==> config.mk <==
export PLATFORM = sky130hd
export DESIGN_NAME = cmd_handshake_seq
export DESIGN_NICKNAME = d
export VERILOG_FILES = /design/src/rtl/cmdseq_pkg.sv /design/src/rtl/cmdseq_len_lut.sv /design/src/rtl/cmdseq_rst_merge.sv /design/src/rtl/cmdseq_res_ptr.sv /design/src/rtl/cmd_handshake_seq.sv
export SDC_FILE = /design/constraint.sdc
export NUM_CORES = 1
export LEC_CHECK = 0
export CAP_MARGIN = 40
export CORE_MARGIN = 2
export CORE_UTILIZATION = 35
export DETAILED_ROUTE_END_ITERATION = 7
export DONT_BUFFER_PORTS = 1
export HOLD_SLACK_MARGIN = 0.05
export PLACE_DENSITY_LB_ADDON = 0.2
export SLEW_MARGIN = 20
export SYNTH_ARGS = -nofsm -noshare
export SYNTH_HDL_FRONTEND = slang
export SYNTH_SLANG_ARGS = --single-unit
==> constraint.sdc <==
create_clock -name clk -period 2 [get_ports clk]
set_input_delay 0 -clock clk [delete_from_list [all_inputs] [get_ports clk]]
set_output_delay 0 -clock clk [all_outputs]
set_load 0.01 [all_outputs]
==> src/rtl/cmdseq_pkg.sv <==
package cmdseq_pkg;

    localparam int BYTE_W        = 8;
    localparam int MSR_READY_BIT = 7;
    localparam int MSR_DIR_BIT   = 6;
    localparam logic [BYTE_W-1:0] ERR_STATUS = 8'h80;

    typedef enum logic [2:0] {
        ST_IDLE,
        ST_WAIT,
        ST_PARAM,
        ST_EXEC,
        ST_RESULT
    } seq_state_e;

    typedef enum logic [1:0] {
        PH_CMD    = 2'b00,
        PH_EXEC   = 2'b01,
        PH_RESULT = 2'b10
    } phase_e;

    typedef struct packed {
        logic       legal;
        logic [3:0] nparam;
    } cmd_info_t;

    function automatic cmd_info_t decode_cmd(logic [BYTE_W-1:0] code);
        cmd_info_t info;
        info = '{legal: 1'b1, nparam: 4'd0};
        case (code)
            8'h08:   info.nparam = 4'd0;
            8'h04:   info.nparam = 4'd1;
            8'h03:   info.nparam = 4'd2;
            8'h13:   info.nparam = 4'd3;
            8'h0D:   info.nparam = 4'd5;
            8'h06:   info.nparam = 4'd8;
            default: info.legal  = 1'b0;
        endcase
        return info;
    endfunction

    function automatic phase_e phase_of(seq_state_e s);
        case (s)
            ST_EXEC:   return PH_EXEC;
            ST_RESULT: return PH_RESULT;
            default:   return PH_CMD;
        endcase
    endfunction

endpackage

==> src/rtl/cmdseq_len_lut.sv <==
module cmdseq_len_lut
    import cmdseq_pkg::*;
#(
    parameter int PCNT_W = 4
) (
    input  logic [BYTE_W-1:0] code_i,
    output logic              legal_o,
    output logic [PCNT_W-1:0] nparam_o
);
    cmd_info_t info;

    always_comb begin
        info     = decode_cmd(code_i);
        legal_o  = info.legal;
        nparam_o = PCNT_W'(info.nparam);
    end
endmodule

==> src/rtl/cmdseq_rst_merge.sv <==
module cmdseq_rst_merge (
    input  logic clk,
    input  logic rst,
    input  logic hold_wr_i,
    input  logic hold_val_i,
    input  logic self_set_i,
    output logic hold_o,
    output logic core_rst_o
);
    logic hold_q;
    logic self_q;

    // sticky bit: set by pin reset, changed only by host write
    always_ff @(posedge clk) begin
        if (rst)            hold_q <= 1'b1;
        else if (hold_wr_i) hold_q <= hold_val_i;
    end

    // one-shot: lives for a single cycle unless requested again
    always_ff @(posedge clk) begin
        if (rst) self_q <= 1'b0;
        else     self_q <= self_set_i;
    end

    assign hold_o     = hold_q;
    assign core_rst_o = rst | hold_q | self_q;

    a_r8_self_release: assert property (@(posedge clk) disable iff (rst)
        (self_q && !self_set_i && !hold_q && !hold_wr_i) |=> !core_rst_o)
        else $error("one-shot reset did not release");
endmodule

==> src/rtl/cmdseq_res_ptr.sv <==
module cmdseq_res_ptr #(
    parameter int RES_W = 4
) (
    input  logic             clk,
    input  logic             rst,
    input  logic             load_i,
    input  logic [RES_W-1:0] load_cnt_i,
    input  logic             adv_i,
    input  logic             active_i,
    output logic [RES_W-1:0] idx_o,
    output logic             last_o
);
    logic [RES_W-1:0] cnt_q;
    logic [RES_W-1:0] idx_q;

    always_ff @(posedge clk) begin
        if (rst) begin
            cnt_q <= '0;
            idx_q <= '0;
        end else if (load_i) begin
            cnt_q <= load_cnt_i;
            idx_q <= '0;
        end else if (adv_i) begin
            idx_q <= idx_q + RES_W'(1);
        end
    end

    assign idx_o  = idx_q;
    assign last_o = (idx_q == cnt_q - RES_W'(1));

    a_r7_idx_in_range: assert property (@(posedge clk) disable iff (rst)
        active_i |-> (idx_q < cnt_q))
        else $error("result index beyond count");
endmodule

==> src/rtl/cmd_handshake_seq.sv <==
module cmd_handshake_seq
    import cmdseq_pkg::*;
#(
    parameter int MAX_PARAMS = 8,
    parameter int RES_W      = 4
) (
    input  logic              clk,
    input  logic              rst,
    input  logic              wr_stb_i,
    input  logic [BYTE_W-1:0] wr_data_i,
    input  logic              rd_stb_i,
    output logic [BYTE_W-1:0] msr_o,
    output logic [BYTE_W-1:0] rd_data_o,
    input  logic              byte_done_i,
    input  logic              exec_done_i,
    input  logic [RES_W-1:0]  exec_res_cnt_i,
    input  logic [BYTE_W-1:0] res_byte_i,
    output logic [RES_W-1:0]  res_idx_o,
    output logic [BYTE_W-1:0] cmd_code_o,
    output logic [1:0]        phase_o,
    output logic              fifo_en_o,
    input  logic              hold_rst_wr_i,
    input  logic              hold_rst_val_i,
    input  logic              self_rst_set_i,
    output logic              hold_rst_o
);
    localparam int PCNT_W = $clog2(MAX_PARAMS + 1);

    seq_state_e        state_q;
    logic [PCNT_W-1:0] rem_q;
    logic              legal_q;
    logic              err_q;
    logic [BYTE_W-1:0] code_q;
    logic              core_rst;
    logic              lut_legal;
    logic [PCNT_W-1:0] lut_nparam;
    logic              rqm, dio, acc_wr, acc_rd;
    logic              ptr_load, ptr_last;
    logic [RES_W-1:0]  ptr_cnt;

    cmdseq_rst_merge u_rst (
        .clk        (clk),
        .rst        (rst),
        .hold_wr_i  (hold_rst_wr_i),
        .hold_val_i (hold_rst_val_i),
        .self_set_i (self_rst_set_i),
        .hold_o     (hold_rst_o),
        .core_rst_o (core_rst)
    );

    cmdseq_len_lut #(.PCNT_W(PCNT_W)) u_lut (
        .code_i   (wr_data_i),
        .legal_o  (lut_legal),
        .nparam_o (lut_nparam)
    );

    // status word and handshake qualifiers
    always_comb begin
        rqm    = !core_rst && (state_q == ST_IDLE || state_q == ST_PARAM ||
                               state_q == ST_RESULT);
        dio    = !core_rst && (state_q == ST_RESULT);
        acc_wr = wr_stb_i && rqm && !dio;
        acc_rd = rd_stb_i && rqm && dio;
        msr_o  = '0;
        msr_o[MSR_READY_BIT] = rqm;
        msr_o[MSR_DIR_BIT]   = dio;
    end

    // result pointer loading: illegal opcode yields one byte
    always_comb begin
        ptr_load = 1'b0;
        ptr_cnt  = exec_res_cnt_i;
        if (!core_rst && state_q == ST_WAIT && byte_done_i && !legal_q) begin
            ptr_load = 1'b1;
            ptr_cnt  = RES_W'(1);
        end else if (!core_rst && state_q == ST_EXEC && exec_done_i &&
                     exec_res_cnt_i != '0) begin
            ptr_load = 1'b1;
        end
    end

    cmdseq_res_ptr #(.RES_W(RES_W)) u_ptr (
        .clk        (clk),
        .rst        (core_rst),
        .load_i     (ptr_load),
        .load_cnt_i (ptr_cnt),
        .adv_i      (acc_rd),
        .active_i   (state_q == ST_RESULT),
        .idx_o      (res_idx_o),
        .last_o     (ptr_last)
    );

    always_ff @(posedge clk) begin
        if (core_rst) begin
            state_q <= ST_IDLE;
            rem_q   <= '0;
            legal_q <= 1'b0;
            err_q   <= 1'b0;
            code_q  <= '0;
        end else begin
            case (state_q)
                ST_IDLE: if (acc_wr) begin
                    code_q  <= wr_data_i;
                    legal_q <= lut_legal;
                    rem_q   <= lut_nparam;
                    state_q <= ST_WAIT;
                end
                ST_PARAM: if (acc_wr) begin
                    rem_q   <= rem_q - PCNT_W'(1);
                    state_q <= ST_WAIT;
                end
                ST_WAIT: if (byte_done_i) begin
                    if (!legal_q) begin
                        err_q   <= 1'b1;
                        state_q <= ST_RESULT;
                    end else if (rem_q == '0) begin
                        state_q <= ST_EXEC;
                    end else begin
                        state_q <= ST_PARAM;
                    end
                end
                ST_EXEC: if (exec_done_i) begin
                    err_q   <= 1'b0;
                    state_q <= (exec_res_cnt_i == '0) ? ST_IDLE : ST_RESULT;
                end
                ST_RESULT: if (acc_rd && ptr_last) begin
                    err_q   <= 1'b0;
                    state_q <= ST_IDLE;
                end
                default: state_q <= ST_IDLE;
            endcase
        end
    end

    assign rd_data_o  = err_q ? ERR_STATUS : res_byte_i;
    assign cmd_code_o = code_q;
    assign phase_o    = phase_of(state_q);
    assign fifo_en_o  = !core_rst && (state_q == ST_EXEC);

    a_r3_drop_after_write: assert property (@(posedge clk) disable iff (rst)
        acc_wr |=> !msr_o[MSR_READY_BIT])
        else $error("ready bit not dropped after write");

    a_r3_low_until_done: assert property (@(posedge clk) disable iff (rst)
        (state_q == ST_WAIT && !byte_done_i && !core_rst) |=> !msr_o[MSR_READY_BIT])
        else $error("ready bit raised before processing");

    a_r5_dir_only_result: assert property (@(posedge clk) disable iff (rst)
        msr_o[MSR_DIR_BIT] |-> (phase_o == PH_RESULT))
        else $error("direction bit outside result phase");

    a_r6_fifo_off_cmd: assert property (@(posedge clk) disable iff (rst)
        (phase_o == PH_CMD) |-> !fifo_en_o)
        else $error("buffer enabled in command phase");

    a_r9_hold_blocks: assert property (@(posedge clk) disable iff (rst)
        hold_rst_o |-> (msr_o == '0 && !fifo_en_o))
        else $error("core active while hold bit set");

    a_r4_rem_bound: assert property (@(posedge clk) disable iff (rst)
        rem_q <= PCNT_W'(MAX_PARAMS))
        else $error("parameter count out of range");
endmodule

# Word level (Yosys, flattened, before mapping)
# Cells that the tools add are included.
dict set report word_totals {
  word_cells 86
  ff_bits 27
  inputBits 29
  out_inout_bits 32
}
dict set report classes {
  add_sub_neg 3
  reduce_logical 31
  bitwise_logic 2
  n_mux 23
  eq_ne 18
}
# op count
set ops {}
lappend ops {{$pmux W4 S5} 1}
lappend ops {{$mux W3} 6}
lappend ops {{$eq A8 B3 Y1 const B} 2}
lappend ops {{$eq A8 B4 Y1 const B} 2}
lappend ops {{$logic_and A1 B1 Y1} 13}
lappend ops {{$mux W4} 3}
lappend ops {{$ne A2 B2 Y1 const B} 6}
lappend ops {{$pmux W3 S4} 1}
lappend ops {{$eq A8 B2 Y1 const B} 1}
lappend ops {{$eq A8 B5 Y1 const B} 1}
lappend ops {{$logic_not A4 Y1} 2}
lappend ops {{$mux W1} 8}
lappend ops {{$mux W8} 1}
lappend ops {{$pmux W4 S2} 1}
lappend ops {{$sub A4 B1 Y4 const B} 2}
lappend ops {{$eq A3 B2 Y1 const B} 2}
lappend ops {{$reduce_or A6 Y1} 1}
lappend ops {{$reduce_and A5 Y1} 1}
lappend ops {{$add A4 B1 Y4 const B} 1}
lappend ops {{$eq A4 B4 Y1} 1}
lappend ops {{$pmux W2 S2} 1}
lappend ops {{$reduce_and A4 Y1} 1}
lappend ops {{$reduce_bool A4 Y1} 1}
lappend ops {{$reduce_or A2 Y1} 2}
lappend ops {{12 further kinds} 16}

# Logic depth before layout (Yosys ltp)
dict set report depth {
  ltp_word 9
  mapped_depth 7
  mapped_depth_nobuf 7
}

# Modules after synthesis
# A second synthesis with hierarchy kept.
dict set report unflattened {
  hier_cells 187
  area_unflattened_um2 1632.8
}
# mod n_inst cells_each area_each_um2 seq_area_each_um2
set by_module_without_submodules {}
lappend by_module_without_submodules {cmd_handshake_seq 1 122 1048.5 340.3}
lappend by_module_without_submodules {cmdseq_res_ptr 1 40 397.9 160.2}
lappend by_module_without_submodules {cmdseq_len_lut 1 19 118.9 0.0}
lappend by_module_without_submodules {cmdseq_rst_merge 1 6 67.6 40.0}

# Least setup slack after synthesis
# No wires, ideal clock.
dict set report synth_timing {
  path_kind {register to register}
  start {register state_q[2]}
  end {register err_q}
  required_time_ns 1.881
  arrival_ns 1.474
  setup_time_ns 0.119
  stages_incl_launch_ff 7
  slack_ns 0.408
  path_buffers 2
  synth_period_minus_slack_ns 1.592
  path_cell_list {dfxtp_1 buf_2 nor3b_2 and3_1 buf_2 a31oi_1 o221a_2}
}
dict set report synth_via {
  elab_chain_len 9
  elab_cells_between_ends 19
  classes_between {eq/ne: 8; mux: 1; reduce/logical: 10}
}
# element line_no
set synth_rtl {}
lappend synth_rtl {{from (decl)} cmd_handshake_seq.sv:29} ;# seq_state_e state_q;
lappend synth_rtl {{from (signal assigned)} cmd_handshake_seq.sv:124} ;# state_q <= (exec_res_cnt_i == '0) ? ST_IDLE : ST_RESULT;
lappend synth_rtl {{$eq A3 B2 Y1 or $logic_not A3 Y1 (tied branches)} cmd_handshake_seq.sv:59} ;# rqm = !core_rst && (state_q == ST_IDLE || state_q == ST_PARAM ||
lappend synth_rtl {{$logic_or A1 B1 Y1 (2 in series)} cmd_handshake_seq.sv:59}
lappend synth_rtl {{$logic_and A1 B1 Y1} cmd_handshake_seq.sv:59}
lappend synth_rtl {{$logic_and A1 B1 Y1 (2 in series)} cmd_handshake_seq.sv:63} ;# acc_rd = rd_stb_i && rqm && dio;
lappend synth_rtl {{$logic_and A1 B1 Y1} cmd_handshake_seq.sv:126} ;# ST_RESULT: if (acc_rd && ptr_last) begin
lappend synth_rtl {{$ne A2 B2 Y1 (no source line)} n/a}
lappend synth_rtl {{$reduce_and A5 Y1 (no source line)} n/a}
lappend synth_rtl {{to (signal assigned)} cmd_handshake_seq.sv:98} ;# err_q <= 1'b0;
lappend synth_rtl {{to (signal assigned)} cmd_handshake_seq.sv:123} ;# err_q <= 1'b0;
lappend synth_rtl {{to (signal assigned)} cmd_handshake_seq.sv:127} ;# err_q <= 1'b0;
lappend synth_rtl {{to (decl)} cmd_handshake_seq.sv:32} ;# logic err_q;
# Parallel ways exist; a longest one is shown, timed or not.
# A chain may end at the register's enable or synchronous reset.

# Worst setup path in the final report
dict set report layout_timing {
  start {register state_q[2]}
  end {register rem_q[2]}
}
dict set report layout_via {
  elab_chain_len 8
  elab_cells_between_ends 15
  classes_between {eq/ne: 4; mux: 1; reduce/logical: 10}
}
# element line_no
set layout_rtl {}
lappend layout_rtl {{$eq A3 B2 Y1 or $logic_not A3 Y1 (tied branches)} {cmd_handshake_seq.sv:59, cmd_handshake_seq.sv:101}}
lappend layout_rtl {{$logic_or A1 B1 Y1 (2 in series)} cmd_handshake_seq.sv:59}
lappend layout_rtl {{$logic_and A1 B1 Y1} cmd_handshake_seq.sv:59}
lappend layout_rtl {{$logic_and A1 B1 Y1 (2 in series)} cmd_handshake_seq.sv:62} ;# acc_wr = wr_stb_i && rqm && !dio;
lappend layout_rtl {{$ne A2 B2 Y1 (no source line)} n/a}
lappend layout_rtl {{$reduce_and A3 Y1 (no source line)} n/a}
lappend layout_rtl {{to (signal assigned)} cmd_handshake_seq.sv:105} ;# rem_q <= lut_nparam;
lappend layout_rtl {{to (signal assigned)} cmd_handshake_seq.sv:109} ;# rem_q <= rem_q - PCNT_W'(1);
lappend layout_rtl {{to (decl)} cmd_handshake_seq.sv:30} ;# logic [PCNT_W-1:0] rem_q;
# Parallel ways exist; a longest one is shown, timed or not.

==> metrics.txt <==
ys flop type=dfxtp_1; peak supply drop=0.0003956 V; CP Max Fanout=10; CP Capture Type=register; Post-Syn Area per Cell=8.410 um^2; row count=24; I/O pin total=61; most frequent cells in the layout=nor2_1 (29), dfxtp_1 (24), dlygate4sd3_1 (21); crit path to=rem_q[2]$_SDFFE_PP0P_; Cell Area, Synth=between 0.0015 and 0.002 mm^2; grt total ovfl=0; Critical Setup Path Class=reg -> reg; setup bufs post-CTS=0; pwr dens=532.1 mW/mm^2; Synth top area share=0.3437; nets=239; WL final=roughly 3600 um; critical path launch point=state_q[2]$_SDFFE_PP0P_; fin crit period=1902 ps; chip height=about 71 um; Post-synth ARST share=0; leading area contributor after synthesis=dfxtp_1; crit path launch type=register; vias per inst=approximately 5.3; Clk Latency, worst-skew pair=around 280 ps; placed insts=around 230; Routed WL per cell=around 14 um; max cap viols=0; f_max=roughly 530 MHz; share of layout cells above drive strength 1=0.09268; vias in the first global route=roughly 1,400; max-slew violations=0; # DRC=0; Yosys Warn Count=0; leak pwr=around 0.68 nW; core footprint=between 0.004 and 0.005 mm^2; CTS tree=yes; total clock sinks=27; Mapped Cells=187; cts bufs inserted=3; Max H-tree Level=1; Post-Place Setup Slack=approximately 360 ps; fill count=approximately 440; Placement Cell Area=0.001583 mm^2; CTS max path bufs=2; Worst EP arrival=about 2100 ps; sequential area share after synthesis=0.3437; Yosys reg bits=27; starting density of the core=0.3612; final worst path period share=0.9511; setup slack after layout=roughly 100 ps; ant diodes=0; commonest non-fill, non-tap cell in the layout=nor2_1; status=completed; worst r2r dst=rem_q[2]$_SDFFE_PP0P_; Die ar.=~0.0050 mm^2; Hold WC Path Type=in -> reg; multi-input logic area=just over 900 um^2; Routed Antenna Nets=0; IO Port Bufs=0; FF-to-FF setup slack=slightly below 100 ps; largest net degree at the start of global routing=18; clock root buffer=clkbuf_8; placed wire-length estimate=between 2000 and 3000 um; final instance area=about 0.0019 mm^2; Layout Cells excl Fill=257; Layout Utilization=0.4253; width of the die=between 70 and 80 um; Setup-failing EPs final=0; post-synthesis to final-layout area growth=17.74%; initial antenna violation count=0; worst r2r src=state_q[2]$_SDFFE_PP0P_; Reg area=around 550 um^2; Clock Pin Slew Worst Setup and Hold Paths=about 100 ps; Placer Congestion=~0.77; vias post-DR=between 1,000 and 1,500; GRT Util Overall=0.1500; TritonRoute pass-1 iters=4; Synth area leaders=dfxtp_1 (34%), mux2i_1 (9.5%), nor2_1 (7.2%), xnor2_1 (3.9%), a21oi_1 (3.8%); final hold violations=0; first-pass GRT wire length=approximately 6100 um; setup TNS=0 ps; Iter 0 DRT Violations=33; Required @ worst endpoint=between 2000 and 2500 ps; Reg2Reg Depth=5; worst hold path stage count=4; EDFF count, synth=0; Synth cell types=43; clk_skew=5.338 ps
[critical path: stages (launching register included)]
cell and delay, ps:
dfxtp_4 390, nor2_2 130, nand2_1 110, or4_1 530
dlygate4sd3_1 570, a21oi_1 110
[final cells by class]
class	count	area share
timing repair buffer	25	0.1297
multi-input combinational	141	0.4966
tap	52	0.03514
inverter	8	0.01622
sequential	27	0.2953
clock inverter	1	0.004730
clock buffer	3	0.02230
[worst min-delay path by stage]
stage / start / slack [ps] / end
floorplan: rst / 70 / u_rst.self_q$_SDFF_PP0_
finish: rst / 60 / rem_q[1]$_SDFFE_PP0P_
global placement: rst / 70 / u_rst.self_q$_SDFF_PP0_
global route: rst / 60 / err_q$_SDFFE_PP0P_
CTS: rst / 50 / rem_q[1]$_SDFFE_PP0P_
detailed placement: rst / 80 / u_rst.self_q$_SDFF_PP0_
[layer usage]
| layer | share of wire | global-route usage |
|---|---|---|
| met4 | 0.0030 | 0.02516 |
| met3 | 0.081 | 0.04416 |
| met5 | 0 | 0 |
| met1 | 0.45 | 0.1904 |
| met2 | 0.47 | 0.2565 |
[synthesized netlist by cell type (4+ instances only)]
master / n
ha_1: 4
dfxtp_1: 27
buf_2: 5
xnor2_1: 7
mux2i_1: 15
nand2_1: 5
nor2b_1: 9
inv_1: 8
o21ai_0: 4
buf_4: 8
a21oi_1: 12
nor2_1: 30
nor3_1: 7
[registers in the layout (all words and copies together), names as in the netlist]
| register | cells |
|---|---|
| cmd_code_o | 8 |
| rem_q | 4 |
| u_ptr.cnt_q | 4 |
| u_ptr.idx_o | 4 |
| state_q | 3 |
| err_q | 1 |
| legal_q | 1 |
| u_rst.hold_o | 1 |
| u_rst.self_q | 1 |
[repair_timing]
item | 4_1_cts | 5_1_grt
setup endpoints to repair | 0 | 1
hold buffers | 21 | 0
endpoints found under the hold margin | 21 | 0
resized for setup | 0 | 5
[report_power, final]
| group | leakage, nW | internal [W] | switching (W) |
|---|---|---|---|
| Clock | 0.0261 | 0.000146 | 0.000183 |
| Sequential | 0.220 | 0.000541 | 0.00000540 |
| Combinational | 0.434 | 0.0000560 | 0.0000538 |
[cells by family (layout without fill, tap and decap cells)]
kind of cell | after synthesis | in the layout | share of synthesized area
compound gates | 27 | 27 | 0.1082
xor+xnor | 10 | 10 | 0.05569
fa+ha+maj | 4 | 4 | 0.03182
buf+inv | 24 | 37 | 0.08512
flops | 27 | 27 | 0.3437
mux | 15 | 15 | 0.09546
other cells | 1 | 6 | 0.002384
simple gates | 79 | 79 | 0.2776
[metrics by stage]
stage / hold slack [ps] / power [W]
after floorplan: 71.61 / 0.0006283
after global placement: 74.46 / 0.0006302
after detailed placement: 77.34 / 0.0006312
after CTS: 51.01 / 0.001005
after global routing: 55.81 / 0.001035
final: 60.88 / 0.0009854
(Power assumes the default switching activity.)
